### config.mk
export PLATFORM = sky130hd
export DESIGN_NAME = clkfreq_calc
export DESIGN_NICKNAME = d
export VERILOG_FILES = /design/src/rtl/clkfreq_pkg.sv /design/src/rtl/clkfreq_fields.sv /design/src/rtl/clkfreq_divider.sv /design/src/rtl/clkfreq_ctrl.sv /design/src/rtl/clkfreq_calc.sv
export SDC_FILE = /design/constraint.sdc
export NUM_CORES = 1
export LEC_CHECK = 0
export ABC_AREA = 1
export BUFFER_PORTS_ARGS = -buffer_cell sky130_fd_sc_hd__buf_2
export CAP_MARGIN = 20
export CORE_MARGIN = 2
export CORE_UTILIZATION = 45
export DETAILED_ROUTE_END_ITERATION = 6
export PLACE_DENSITY = 0.67
export SETUP_SLACK_MARGIN = 0.05
export SYNTH_ARGS = -nofsm -noshare
export SYNTH_HDL_FRONTEND = slang
export SYNTH_SLANG_ARGS = --single-unit
export TNS_END_PERCENT = 1
### constraint.sdc
create_clock -name clk -period 2.05 [get_ports clk]
set_clock_uncertainty 0.05 [all_clocks]
set_input_delay 0.41 -clock clk [delete_from_list [all_inputs] [get_ports clk]]
set_output_delay 0.41 -clock clk [all_outputs]
set_load 0.05 [all_outputs]
### src/rtl/clkfreq_pkg.sv
package clkfreq_pkg;
    // Field layout of the PLL configuration word (decoded by clkfreq_fields)
    localparam int RDIV_LSB = 0;
    localparam int RDIV_W   = 6;
    localparam int FMUL_LSB = 6;
    localparam int FMUL_W   = 9;
    localparam int QEXP_LSB = 15;
    localparam int QEXP_W   = 3;
    localparam int FIELDS_TOP = QEXP_LSB + QEXP_W;

    typedef enum logic [1:0] {
        ST_IDLE   = 2'd0,
        ST_DIVIDE = 2'd1,
        ST_SCALE  = 2'd2,
        ST_DONE   = 2'd3
    } calc_state_t;
endpackage

### src/rtl/clkfreq_fields.sv
module clkfreq_fields
    import clkfreq_pkg::*;
#(
    parameter int DATA_W  = 32,
    parameter int CFG_W   = 32,
    parameter int REF_KHZ = 33330
) (
    input  logic [CFG_W-1:0]  cfg,
    output logic [DATA_W-1:0] numer,
    output logic [DATA_W-1:0] denom,
    output logic [QEXP_W-1:0] qexp
);
    logic [RDIV_W-1:0] rdiv;
    logic [FMUL_W-1:0] fmul;

    always_comb begin
        rdiv  = cfg[RDIV_LSB +: RDIV_W];
        fmul  = cfg[FMUL_LSB +: FMUL_W];
        qexp  = cfg[QEXP_LSB +: QEXP_W];
        // VCO numerator: doubled reference times (multiplier + 1)
        numer = DATA_W'(2 * REF_KHZ) * ({{(DATA_W-FMUL_W){1'b0}}, fmul} + DATA_W'(1));
        denom = {{(DATA_W-RDIV_W){1'b0}}, rdiv} + DATA_W'(1);
    end
endmodule

### src/rtl/clkfreq_divider.sv
module clkfreq_divider #(
    parameter int DATA_W = 32
) (
    input  logic              clk,
    input  logic              rst_n,
    input  logic              load,
    input  logic              step,
    input  logic [DATA_W-1:0] dividend,
    input  logic [DATA_W-1:0] divisor,
    output logic [DATA_W-1:0] quotient,
    output logic              last
);
    localparam int CNT_W = (DATA_W > 1) ? $clog2(DATA_W) : 1;

    logic [DATA_W-1:0] rem_q;
    logic [DATA_W-1:0] quo_q;
    logic [DATA_W-1:0] dvs_q;
    logic [DATA_W-1:0] dvd_q;
    logic [CNT_W-1:0]  cnt_q;
    logic              fin_q;

    logic [DATA_W:0]   trial;
    logic [DATA_W:0]   diff;
    logic              fits;

    always_comb begin
        trial = {rem_q, quo_q[DATA_W-1]};
        diff  = trial - {1'b0, dvs_q};
        fits  = (trial >= {1'b0, dvs_q});
    end

    always_ff @(posedge clk or negedge rst_n) begin
        if (!rst_n) begin
            rem_q <= '0;
            quo_q <= '0;
            dvs_q <= '0;
            dvd_q <= '0;
            cnt_q <= '0;
            fin_q <= 1'b0;
        end else if (load) begin
            rem_q <= '0;
            quo_q <= dividend;
            dvs_q <= divisor;
            dvd_q <= dividend;
            cnt_q <= CNT_W'(DATA_W - 1);
            fin_q <= 1'b0;
        end else if (step) begin
            rem_q <= fits ? diff[DATA_W-1:0] : trial[DATA_W-1:0];
            quo_q <= {quo_q[DATA_W-2:0], fits};
            cnt_q <= cnt_q - CNT_W'(1);
            fin_q <= (cnt_q == '0);
        end
    end

    assign quotient = quo_q;
    assign last     = (cnt_q == '0);


    rem_bound_chk: assert property (@(posedge clk) disable iff (!rst_n)
        step |-> (rem_q < dvs_q));


    quot_exact_chk: assert property (@(posedge clk) disable iff (!rst_n)
        fin_q |-> (({{DATA_W{1'b0}}, quo_q} * {{DATA_W{1'b0}}, dvs_q}
                    + {{DATA_W{1'b0}}, rem_q}) == {{DATA_W{1'b0}}, dvd_q}));
endmodule

### src/rtl/clkfreq_ctrl.sv
module clkfreq_ctrl
    import clkfreq_pkg::*;
(
    input  logic clk,
    input  logic rst_n,
    input  logic start,
    input  logic osc_sel,
    input  logic div_last,
    output logic div_load,
    output logic div_step,
    output logic scale_en,
    output logic osc_take,
    output logic valid
);
    calc_state_t state_q, state_d;

    always_ff @(posedge clk or negedge rst_n) begin
        if (!rst_n) state_q <= ST_IDLE;
        else        state_q <= state_d;
    end

    always_comb begin
        state_d = state_q;
        unique case (state_q)
            ST_IDLE: begin
                if (start) state_d = osc_sel ? ST_DONE : ST_DIVIDE; // osc_pick / pll_pick
            end
            ST_DIVIDE: begin
                if (div_last) state_d = ST_SCALE;                   // div_finish
            end
            ST_SCALE: state_d = ST_DONE;                           // scale_finish
            ST_DONE:  state_d = ST_IDLE;                           // report
            default:  state_d = ST_IDLE;
        endcase
    end

    always_comb begin
        div_load = 1'b0;
        div_step = 1'b0;
        scale_en = 1'b0;
        osc_take = 1'b0;
        valid    = 1'b0;
        unique case (state_q)
            ST_IDLE: begin
                div_load = start && !osc_sel;
                osc_take = start && osc_sel;
            end
            ST_DIVIDE: div_step = 1'b1;
            ST_SCALE:  scale_en = 1'b1;
            ST_DONE:   valid    = 1'b1;
            default: ;
        endcase
    end


    valid_pulse_chk: assert property (@(posedge clk) disable iff (!rst_n)
        valid |=> !valid);


    osc_latency_chk: assert property (@(posedge clk) disable iff (!rst_n)
        (state_q == ST_IDLE && start && osc_sel) |=> valid);


    busy_hold_chk: assert property (@(posedge clk) disable iff (!rst_n)
        (state_q == ST_DIVIDE || state_q == ST_SCALE) |=> (state_q != ST_IDLE));


    divide_stay_chk: assert property (@(posedge clk) disable iff (!rst_n)
        (state_q == ST_DIVIDE && !div_last) |=> (state_q == ST_DIVIDE));
endmodule

### src/rtl/clkfreq_calc.sv
module clkfreq_calc
    import clkfreq_pkg::*;
#(
    parameter int DATA_W  = 32,
    parameter int CFG_W   = 32,
    parameter int REF_KHZ = 33330
) (
    input  logic              clk,
    input  logic              rst_n,
    input  logic              start,
    input  logic              osc_sel,
    input  logic [CFG_W-1:0]  pll_cfg,
    output logic              valid,
    output logic [DATA_W-1:0] core_khz,
    output logic [DATA_W-1:0] bus_khz
);
    logic [DATA_W-1:0] numer, denom, quotient, scaled;
    logic [QEXP_W-1:0] qexp, qexp_q;
    logic div_load, div_step, scale_en, osc_take, div_last;

    clkfreq_fields #(.DATA_W(DATA_W), .CFG_W(CFG_W), .REF_KHZ(REF_KHZ)) u_fields (
        .cfg   (pll_cfg),
        .numer (numer),
        .denom (denom),
        .qexp  (qexp)
    );

    clkfreq_divider #(.DATA_W(DATA_W)) u_div (
        .clk      (clk),
        .rst_n    (rst_n),
        .load     (div_load),
        .step     (div_step),
        .dividend (numer),
        .divisor  (denom),
        .quotient (quotient),
        .last     (div_last)
    );

    clkfreq_ctrl u_ctrl (
        .clk      (clk),
        .rst_n    (rst_n),
        .start    (start),
        .osc_sel  (osc_sel),
        .div_last (div_last),
        .div_load (div_load),
        .div_step (div_step),
        .scale_en (scale_en),
        .osc_take (osc_take),
        .valid    (valid)
    );

    assign scaled = quotient >> qexp_q;

    always_ff @(posedge clk or negedge rst_n) begin
        if (!rst_n) begin
            qexp_q   <= '0;
            core_khz <= '0;
            bus_khz  <= '0;
        end else begin
            if (div_load) qexp_q <= qexp;
            if (osc_take) begin
                core_khz <= DATA_W'(REF_KHZ);
                bus_khz  <= DATA_W'(REF_KHZ / 2);
            end else if (scale_en) begin
                core_khz <= scaled;
                bus_khz  <= scaled >> 1;
            end
        end
    end


    result_hold_chk: assert property (@(posedge clk) disable iff (!rst_n)
        valid |=> ($stable(core_khz) && $stable(bus_khz)));


    bus_half_chk: assert property (@(posedge clk) disable iff (!rst_n)
        valid |-> (bus_khz <= core_khz));
endmodule

After elaboration in Yosys (flattened, before gate mapping)

Index checks and enable logic that the tools add are counted.

Add/sub/neg operators: 4
Multiply operators: 1
$lt $le $gt $ge: 1
Equal/unequal tests: 5
Shift operators: 1
Mux-type cells: 20
Reductions and logical operators: 8

Operator list:

| operator                 | count |
|---|---|
| $mux W32                 | 9 |
| $ge A33 B32 Y1           | 1 |
| $mul A15 B32 Y30 const A | 1 |
| $shr A32 B3 Y32          | 1 |
| $sub A32 B32 Y32         | 1 |
| $add A9 B1 Y10 const B   | 1 |
| $mux W5                  | 2 |
| $pmux W2 S4              | 1 |
| $add A6 B1 Y7 const B    | 1 |
| $mux W2                  | 3 |
| $logic_not A5 Y1         | 1 |
| $mux W1                  | 5 |
| $sub A5 B1 Y5 const B    | 1 |
| $eq A2 B2 Y1 const B     | 2 |
| $ne A2 B2 Y1 const B     | 2 |
| $reduce_bool A2 Y1       | 2 |
| $eq A2 B1 Y1 const B     | 1 |
| $logic_and A1 B1 Y1      | 2 |
| $logic_not A2 Y1         | 1 |
| $reduce_and A2 Y1        | 1 |
| $logic_not A1 Y1         | 1 |

Flip-flop bits (word level): 170
Bits of input ports: 36
Word-level logic and storage cells: 48

Depth between registers and ports, before layout

Gate-level depths: netlist (run 1).

Word-level depth: 4
Depth in mapped cells: 25
Depth with buffers taken out: 25

By module

From an unflattened synthesis (run 1), not the netlist that was laid out.

Cell total of the unflattened synthesis: 1808
Area total of the unflattened synthesis: 12255.5 µm²

By module, submodules not included:

| module          | times used | cells each | area an instance (µm²) | seq. area each (µm²) |
|---|---|---|---|---|
| clkfreq_divider | 1          | 1076       | 7178.1                 | 2527.4 |
| clkfreq_calc    | 1          | 379        | 2488.6                 | 875.8 |
| clkfreq_fields  | 1          | 327        | 2407.3                 | 0.0 |
| clkfreq_ctrl    | 1          | 26         | 181.4                  | 50.0 |

Worst setup path before layout (run 1)

OpenSTA, ideal clock, no wires.

Kind: input to register
From: in pll_cfg[6]
To: reg u_div.quo_q[25], in the netlist u_div.quotient[25]
Setup time: 118 ps
Arrival time: 4267 ps
Data required time: 1882 ps
Path slack: -2385 ps
Cell stages on the path: 24
Buffers on the path: 0
Path through: ha_1 inv_1 nor2_1 xor2_1 inv_1 ha_1 ha_1 ha_1 fa_1 inv_1 fa_1 inv_1 ha_1 nand2_1 nor2_1 nand2_1 nand3_1 nand2_1 nand2_1 nand2_1 nand2_1 nand3_1 nand3_1 nand2_1

Longest elaborated chain between the ends: 3

Ends and longest elaborated chain:

| item                 | line                  | source |
|---|---|---|
| from (decl)          | clkfreq_calc.sv:12    | `input logic [CFG_W-1:0] pll_cfg,` |
| $add A9 B1 Y10       | clkfreq_fields.sv:21  | `numer = DATA_W'(2 * REF_KHZ) * ({{(DATA_W-FMUL_W){1'b0}}, fmul} + DATA_W'(1));` |
| $mul A15 B32 Y30     | clkfreq_fields.sv:21  |  |
| $mux W32             | clkfreq_divider.sv:40 | `end else if (load) begin` |
| to (signal assigned) | clkfreq_divider.sv:42 | `quo_q <= dividend;` |
| to (signal assigned) | clkfreq_divider.sv:49 | `quo_q <= {quo_q[DATA_W-2:0], fits};` |
| to (decl)            | clkfreq_divider.sv:16 | `logic [DATA_W-1:0] quo_q;` |

No other way between the ends.
A chain may end at the register's enable or synchronous reset.

Worst setup path in the final report (run 1)

From: in pll_cfg[7]
To: reg u_div.quo_q[25], in the netlist u_div.quotient[25]

The elaborated chain is that of the path after synthesis.

==> impl_metrics.yaml, run 1 <==
run_status:
  status: "complete, but fails checks"
  violations: "setup timing"
logic_synthesis:
  synth_edf_count: 0
  ys.flop_type: "dfrtp_1"
  syn_inst: 1172
  synthTopCellsByArea: "dfrtp_1, nand2_1, ha_1, inv_1, o21ai_0"
  synth_cell_types: 50
  yosysWarnings: 0
  synth_seq_cells: 113
  ys_async_sr_fraction_pct: 100
  yosys.area.top_type: "dfrtp_1"
  yosysSeqAreaShare_pct: 32.2
  postSynthAreaPerCell_sq_um: 7.50
  yosys.area.top_type_share_pct: 32.2
  synth_fp_nets: 1300
  syn_area_sq_mm: 0.00879
timing:
  tightest_slew_ns: 0.610
  layout_setup_ws_ns: -1.67
  fin_crit_sh_pct: 181
  rsz0062_at_grt: "yes"
  final_hold_viol_count: 0
  slew_headroom_pct: 59.3
  finalMaxSlewViolations: 0
  setup_viol_count_final: 21
  fmax_mhz: 269
  post-route-min-period_ns: 3.72
hold_path:
  hold_start: "pll_cfg[0]"
  hp-class: "in -> reg"
placed_design:
  dp_hpwl_mm: 17.6
  gp_congestion: 0.892
  port_buffers: 85
global_route:
  grt_overflow: 0
  grt_pass1_wl_mm: 39.0
  grt_antenna_before_repair: 0
  grt_pass1_vias: 7855
  gr-usage-all-layers_pct: 23.7
  grt_max_degree: 64
layout:
  layout.nets: 1479
  fillerInstances: 1708
  fin_util_pct: 61.1
  drive_gt1_share_pct: 30.9
  syn_to_final_growth_pct: 34.3
  diodes: 0
routing:
  drt_iter0_drc: 505
  wl_mm: 23.8
  avgViaCountPerCell: 5.14
  post_drt_wl_per_cell_microns: 14.6
  remaining_drc_errors: 0
  vias: 8376
  final_antenna_net_count: 0
  drt_first_pass_iters: 5
clocking:
  clock_sinks: 113
  clock_path_buffers: 2
  cts_tree: "done"
  htree_num_levels: 4
  path_clk_slew_ns: 0.05
  clockRootBuffer: "clkbuf_16"
  insertion_delay_ns: 0.42
  numCtsBuffers: 17
worst_setup_path:
  end_kind: "register"
  worstPathArrival_ns: 3.97
  reg2reg_setup_slack_ns: -0.02
  worstReg2RegStart: "u_div.quotient[31]$_DFFE_PN0P_"
  critPathLaunchType: "primary input"
  critical_path_class: "in -> reg"
  startpoint: "pll_cfg[7]"
  cp.required_ns: 2.30
  path_max_fanout: 7
floorplan:
  design.core.area_sq_mm: 0.0193
  start_util_pct: 45.5
  num_rows: 51
  fp.dieArea_sq_mm: 0.0207
  die_h_microns: 144
  die_x_microns: 144
  ios: 101
pwr:
  power.density_mw_per_mm2: 1750
  power_mw: 20.7
  ir_worst_vdd_mv: 0.653
  p_leak_nw: 5.91
flow_run:
  drv_cap: 0
[sequential cells by signal (all words and copies together), names as in the netlist]
register,flops
qexp_q,3
core_khz,31
u_div.cnt_q,5
u_ctrl.state_q,2
u_div.quotient,32
bus_khz,1
u_div.dvs_q,7
u_div.rem_q,32
[worst max-delay path, stage by stage]
cell	delay, ns
buf_8	0.08
ha_4	0.17
inv_4	0.04
nor2_4	0.12
xor2_2	0.17
inv_2	0.07
ha_4	0.22
ha_4	0.27
ha_4	0.19
fa_1	0.51
inv_2	0.04
fa_1	0.51
inv_2	0.05
ha_4	0.25
nand2_2	0.08
nand2_2	0.05
nand2_2	0.07
nand3_4	0.11
nand2_4	0.10
nand2_2	0.06
nand2_2	0.08
nand2_2	0.07
nand2_2	0.07
nand2_2	0.06
nand3_2	0.06
nand2_1	0.05
[power by group]
group          switching (mW)  internal (mW)  leakage (nW)
registers               0.711           3.21          1.44
clock network            1.09           2.02         0.291
logic                    8.62           5.07          4.18
total                    10.4           10.3          5.91
[routing by layer]
metal | up-vias | share of wire, % | track usage [%]
met4 | 0 | 1.2 | 5.93
met1 | 3899 | 48 | 34.1
met5 | - | 0 | 0
met3 | 23 | 5.0 | 4.00
met2 | 236 | 45 | 37.0
li1 | 4218 | - | -
[cell type report]
class                           count  area, sq um  area share (%)
Sequential cell                   113         2830            23.9
Clock buffer                       17          425            3.60
Multi-Input combinational cell    846         5800            49.1
Inverter                          140          531            4.49
Clock inverter                     14          191            1.62
Tap cell                          265          332            2.81
Timing Repair Buffer              233         1700            14.4
[worst paths after layout]
kind | to | cells past startpoint
worst min-delay path | u_div.dvs_q[0]$_DFFE_PN0P_ | 2
worst max register to register | u_div.rem_q[22]$_DFFE_PN0P_ | 13
max in group asynchronous | u_div.quotient[0]$_DFFE_PN0P_ | 3
min in group asynchronous | u_div.rem_q[26]$_DFFE_PN0P_ | 2
worst min register to register | u_div.rem_q[31]$_DFFE_PN0P_ | 2
worst max-delay path | u_div.quotient[25]$_DFFE_PN0P_ | 26
[cells in the final DEF (no fill, tap or decap), types with 8 or more instances in the layout]
cell,Yosys,layout
buf_12,1,8
nand4_1,17,17
buf_6,1,8
inv_2,3,11
dfrtp_1,113,113
fa_1,11,9
a21oi_2,1,12
o21ai_0,92,76
o22ai_1,13,13
nand2_2,2,26
o221ai_1,32,31
nand3_1,68,54
ha_1,81,47
nor2_1,69,62
nor2_2,8,11
a21o_1,8,8
buf_2,12,78
nand2_1,312,281
nand3_2,11,22
clkbuf_16,0,17
buf_4,33,136
xor2_1,27,21
o21ai_1,9,23
inv_1,136,126
a21oi_1,30,18
ha_4,0,31
[through the flow]
step / setup WS (ns) / hold slack (ns) / instance area, sq um / std cells / TNS (ns)
floorplan: -1.90 / 0.0644 / 8930 / 1172 / -33.00
global placement: -2.16 / 0.312 / 10400 / 1585 / -40.36
detailed placement: -2.25 / 0.318 / 10400 / 1585 / -42.42
CTS: -1.59 / 0.160 / 11500 / 1624 / -27.77
global route: -1.85 / 0.172 / 11800 / 1628 / -33.52
finish: -1.67 / 0.168 / 11800 / 1628 / -28.73
[cell families after synthesis]
| logic type | after synthesis | synth area share (%) |
|---|---|---|
| simple gates | 511 | 25.0 |
| buf+inv | 213 | 10.9 |
| compound gates | 208 | 14.4 |
| flops | 113 | 32.2 |
| fa+ha+maj | 92 | 14.0 |
| xor+xnor | 33 | 3.29 |
| other cells | 1 | 0.0426 |
| mux | 1 | 0.114 |
[cell usage after synthesis, types with 2 or more instances]
cell type  instances
a21o_1             8
a21oi_1           30
a221oi_1           4
a22o_1             2
a31oi_1            2
and3_1             2
buf_1              2
buf_2             12
buf_4             33
clkbuf_1          24
dfrtp_1          113
fa_1              11
ha_1              81
inv_1            136
inv_2              3
nand2_1          312
nand2_2            2
nand3_1           68
nand3_2           11
nand4_1           17
nor2_1            69
nor2_2             8
nor3_1             8
nor4_1             4
o211ai_1           7
o21a_1             2
o21ai_0           92
o21ai_1            9
o21bai_1           2
o221ai_1          32
o22ai_1           13
or2_2              4
xnor2_1            6
xor2_1            27
[what timing repair did]
| item | 4_1_cts | 5_1_grt |
|---|---|---|
| resized for setup | 90 | 68 |
| setup buffers | 7 | 4 |
| hold endpoints to repair | 24 | 0 |
| setup endpoints to repair | 58 | 64 |
| pin swaps | 37 | 38 |
| hold buffers | 1 | 0 |
Power figures use the tool's default switching activity.
==> inputs of run 2 (changes only) <==
Settings changed: MAX_ROUTING_LAYER set to met4, REMOVE_ABC_BUFFERS set to 1.
==> impl_metrics.yaml, run 2 (synthesis gave the netlist of run 1 again) <==
placed_design:
  dp_hpwl_mm: 17.9
  pre_cts_ws_ns: -2.68
  gp_congestion: 0.900
  port_buffers: 85
layout:
  layout_common_cells: "nand2_1, buf_4, inv_1"
  final_common_cell: "nand2_1"
  syn_to_final_growth_pct: 37.4
  drive_gt1_share_pct: 33.0
  diodes: 0
  layout.nets: 1483
  fillerInstances: 1627
  fin_util_pct: 62.5
routing:
  wl_mm: 26.0
  drt_iter0_drc: 501
  remaining_drc_errors: 0
  vias: 8679
  final_antenna_net_count: 0
  drt_first_pass_iters: 5
  avgViaCountPerCell: 5.31
  post_drt_wl_per_cell_microns: 15.9
clocking:
  cts_tree: "done"
  htree_num_levels: 4
  numCtsBuffers: 17
  clockRootBuffer: "clkbuf_16"
  insertion_delay_ns: 0.43
  clock_path_buffers: 2
  clock_sinks: 113
  path_clk_slew_ns: 0.06
timing:
  final_hold_viol_count: 0
  setup_viol_count_final: 20
  finalMaxSlewViolations: 0
  slew_headroom_pct: 66.8
  tightest_slew_ns: 0.493
  layout_setup_ws_ns: -1.79
  fin_crit_sh_pct: 187
  post-route-min-period_ns: 3.84
  fmax_mhz: 260
  rsz0062_at_grt: "yes"
hold_path:
  hp-class: "in -> reg"
  whs_path_depth: 2
run_status:
  violations: "setup timing"
  status: "complete, but fails checks"
global_route:
  grt_max_degree: 64
  grt_antenna_before_repair: 0
  grt_pass1_vias: 8259
  grt_overflow: 0
  gr-usage-all-layers_pct: 25.8
  grt_pass1_wl_mm: 40.7
pwr:
  power.density_mw_per_mm2: 1770
  p_leak_nw: 5.92
  ir_worst_vdd_mv: 0.911
worst_setup_path:
  cp.required_ns: 2.31
  path_max_fanout: 4
  critical_path_class: "in -> reg"
  critPathLaunchType: "primary input"
  worstPathArrival_ns: 4.10
  critPathMaxStageDelay_ns: 0.61
  rr_worst_depth: 10
  critical_path.most_common_cell: "nand2_2"
  end_kind: "register"
  cp_slowest_cell: "fa_2"
floorplan:
  fp.dieArea_sq_mm: 0.0207
  design.core.area_sq_mm: 0.0193
  start_util_pct: 45.5
  ios: 101
  num_rows: 51
  die_x_microns: 144
  die_h_microns: 144
flow_run:
  drv_cap: 0
## run 2: what timing repair did
| action | CTS | global route |
|---|---|---|
| setup endpoints to repair | 54 | 59 |
| hold endpoints to repair | 18 | 0 |
| setup buffers | 7 | 6 |
| resized for setup | 119 | 96 |
| hold buffers | 1 | 0 |
| pin swaps | 51 | 53 |
## run 2: cell type report
cell class                      count  area [sq um]  area share, %
Clock buffer                       19           433           3.58
Clock inverter                     13           233           1.93
Inverter                          140           539           4.46
Multi-Input combinational cell    846          6000           49.6
Sequential cell                   113          2830           23.4
Tap cell                          265           332           2.74
Timing Repair Buffer              237          1720           14.2
## run 2: worst max-delay path, delay by kind of cell
family | cells | cell delay, ns
buffers and inverters | 6 | 0.50
and+or+nand+nor | 14 | 1.27
adders and majority gates | 5 | 1.92
## run 2: worst paths after layout
check,slack [ns],to,start
setup reg to reg,0.01,u_div.rem_q[14]$_DFFE_PN0P_,u_div.dvs_q[0]$_DFFE_PN0P_
min in group asynchronous,0.37,u_div.rem_q[20]$_DFFE_PN0P_,rst_n
setup / recovery,-1.79,u_div.quotient[24]$_DFFE_PN0P_,pll_cfg[9]
hold reg to reg,0.44,u_div.quotient[16]$_DFFE_PN0P_,u_div.quotient[15]$_DFFE_PN0P_
max in group asynchronous,0.97,core_khz[10]$_DFFE_PN0P_,rst_n
hold / removal,0.16,u_div.dvs_q[0]$_DFFE_PN0P_,pll_cfg[0]
## run 2: metrics by stage
step / instances / area [sq um] / power, mW / hold slack, ns / setup TNS (ns)
3_3_place_gp: 1587 / 10200 / 16.0 / 0.269 / -45.54
6_report: 1633 / 12100 / 21.3 / 0.164 / -31.16
4_1_cts: 1627 / 11700 / 20.5 / 0.156 / -29.34
2_1_floorplan: 1099 / 8360 / 12.0 / 0.0644 / -118.98
3_5_place_dp: 1587 / 10200 / 16.2 / 0.268 / -48.94
5_1_grt: 1633 / 12100 / 22.8 / 0.169 / -34.41
## run 2: per-layer routing
| layer | vias up | wire length (microns) | global-route usage, % | share of wire [%] |
|---|---|---|---|---|
| met5 | - | 0 | - | 0 |
| met4 | 0 | 665 | 8.72 | 2.6 |
| met3 | 54 | 1210 | 3.50 | 4.6 |
| met2 | 279 | 12500 | 41.4 | 48 |
| met1 | 4129 | 11700 | 33.7 | 45 |
| li1 | 4217 | - | - | - |
## run 2: report_power, final
part	switching, mW	internal (mW)	total, mW
clock	1.09	2.28	3.38
combinational	8.89	5.17	14.1
sequential	0.680	3.21	3.89
==> inputs of run 3 (changes only) <==
Settings changed: PLACE_DENSITY 0.67 to unset, PLACE_DENSITY_LB_ADDON set to 0.15.
==> impl_metrics.yaml, run 3 (synthesis gave the netlist of run 1 again) <==
timing:
  fmax_mhz: 267
  finalMaxSlewViolations: 0
  rsz0062_at_grt: "yes"
  fin_crit_sh_pct: 182
  post-route-min-period_ns: 3.74
  setup_tns_ns: -28.82
  setup_viol_count_final: 21
  final_hold_viol_count: 0
  layout_setup_ws_ns: -1.69
clocking:
  clock_sinks: 113
  clockRootBuffer: "clkbuf_16"
  cts_tree: "done"
  clock_path_buffers: 2
  insertion_delay_ns: 0.43
  htree_num_levels: 4
  numCtsBuffers: 17
  path_clk_slew_ns: 0.05
run_status:
  violations: "setup timing"
  status: "complete, but fails checks"
hold_path:
  whs_path_depth: 3
  hp-class: "in -> reg"
worst_setup_path:
  worstPathArrival_ns: 4.05
  path_max_fanout: 4
  rr_worst_depth: 10
  cp.required_ns: 2.36
  end_kind: "register"
  critical_path_class: "in -> reg"
  critPathLaunchType: "primary input"
floorplan:
  design.core.area_sq_mm: 0.0193
  die_x_microns: 144
  ios: 101
  fp.dieArea_sq_mm: 0.0207
  start_util_pct: 45.5
  num_rows: 51
  die_h_microns: 144
global_route:
  grt_overflow: 0
  grt_pass1_vias: 8061
  grt_max_degree: 73
  grt_antenna_before_repair: 0
  gr-usage-all-layers_pct: 25.3
  grt_pass1_wl_mm: 40.2
pwr:
  power.density_mw_per_mm2: 1760
  power_mw: 21.1
  p_leak_nw: 5.89
  ir_worst_vdd_mv: 1.07
routing:
  remaining_drc_errors: 0
  wl_mm: 25.0
  avgViaCountPerCell: 5.21
  drt_first_pass_iters: 5
  vias: 8452
  drt_iter0_drc: 438
  post_drt_wl_per_cell_microns: 15.4
  final_antenna_net_count: 0
placed_design:
  dp_hpwl_mm: 17.9
  gp_congestion: 0.937
  pre_cts_ws_ns: -2.57
  port_buffers: 85
layout:
  drive_gt1_share_pct: 32.6
  layout_common_cells: "nand2_1, buf_4, inv_1"
  layout.nets: 1473
  diodes: 0
  fillerInstances: 1655
  final_common_cell: "nand2_1"
  syn_to_final_growth_pct: 36.6
flow_run:
  drv_cap: 0
## run 3: changes by cell type in the layout (fill, tap and decap cells not counted), moves of 4 or more
cell     change
buf_4       -12
nand3_1      -6
nand3_2      +6
o21ai_1      +6
o21ai_0      -5
nor2_2       +4
xor2_1       +4
xor2_2       -4
## run 3: cell type report
| type | instances | area [sq um] | share of cell area, % |
|---|---|---|---|
| Timing Repair Buffer | 227 | 1670 | 13.9 |
| Clock buffer | 21 | 470 | 3.92 |
| Clock inverter | 10 | 181 | 1.51 |
| Inverter | 140 | 532 | 4.43 |
| Sequential cell | 113 | 2830 | 23.5 |
| Tap cell | 265 | 332 | 2.76 |
| Multi-Input combinational cell | 846 | 6000 | 49.9 |
## run 3: worst paths after layout
kind | from | end | slack, ns
max in group asynchronous | rst_n | u_div.dvs_q[0]$_DFFE_PN0P_ | 0.98
hold / removal | pll_cfg[17] | qexp_q[2]$_DFFE_PN0P_ | 0.16
setup / recovery | pll_cfg[6] | u_div.quotient[25]$_DFFE_PN0P_ | -1.69
setup reg to reg | u_div.dvs_q[0]$_DFFE_PN0P_ | u_div.rem_q[14]$_DFFE_PN0P_ | -0.01
hold reg to reg | u_div.rem_q[31]$_DFFE_PN0P_ | u_div.rem_q[31]$_DFFE_PN0P_ | 0.44
min in group asynchronous | rst_n | core_khz[30]$_DFFE_PN0P_ | 0.31
## run 3: where the power goes
group,switching (mW),internal (mW)
registers,0.705,3.21
clock network,1.07,2.24
logic,8.74,5.19
total,10.5,10.6
## run 3: what timing repair did
item | CTS | global route
pin swaps | 57 | 50
buffers inserted | 3 | 4
gates resized for setup | 131 | 85
endpoints found under the setup margin | 54 | 60
endpoints found under the hold margin | 9 | 0
hold buffers | 1 | 0
## run 3: critical path, stage by stage
cell,delay [ns]
buf_8,0.08
ha_4,0.13
inv_1,0.03
nor2_1,0.10
xor2_1,0.23
inv_2,0.09
ha_4,0.28
ha_4,0.20
ha_4,0.22
fa_1,0.49
inv_1,0.06
fa_1,0.50
inv_2,0.05
ha_4,0.28
nand2_2,0.07
nor2_4,0.10
nand2_2,0.08
nand3_4,0.15
nand2_4,0.07
nand2_4,0.08
nand2_4,0.05
nand2_4,0.07
nand2_1,0.05
nand2_1,0.05
nand3_1,0.07
nand2_1,0.06
## run 3: per-stage QoR
stage               std cells  hold slack, ns  utilization (%)  cell area [sq um]
floorplan                1099          0.0644                -               8360
global placement         1583           0.213             52.9              10200
detailed placement       1583           0.210             52.9              10200
CTS                      1618           0.150             60.1              11600
global route             1622           0.150             62.1              12000
finish                   1622           0.156             62.1              12000
## run 3: layer usage
| metal | vias up | part of all wire (%) | global-route usage [%] |
|---|---|---|---|
| met5 | - | 0 | - |
| met1 | 4003 | 48 | 35.1 |
| met2 | 194 | 46 | 38.0 |
| met3 | 42 | 4.3 | 4.40 |
| met4 | 0 | 1.9 | 7.28 |
| li1 | 4213 | - | - |
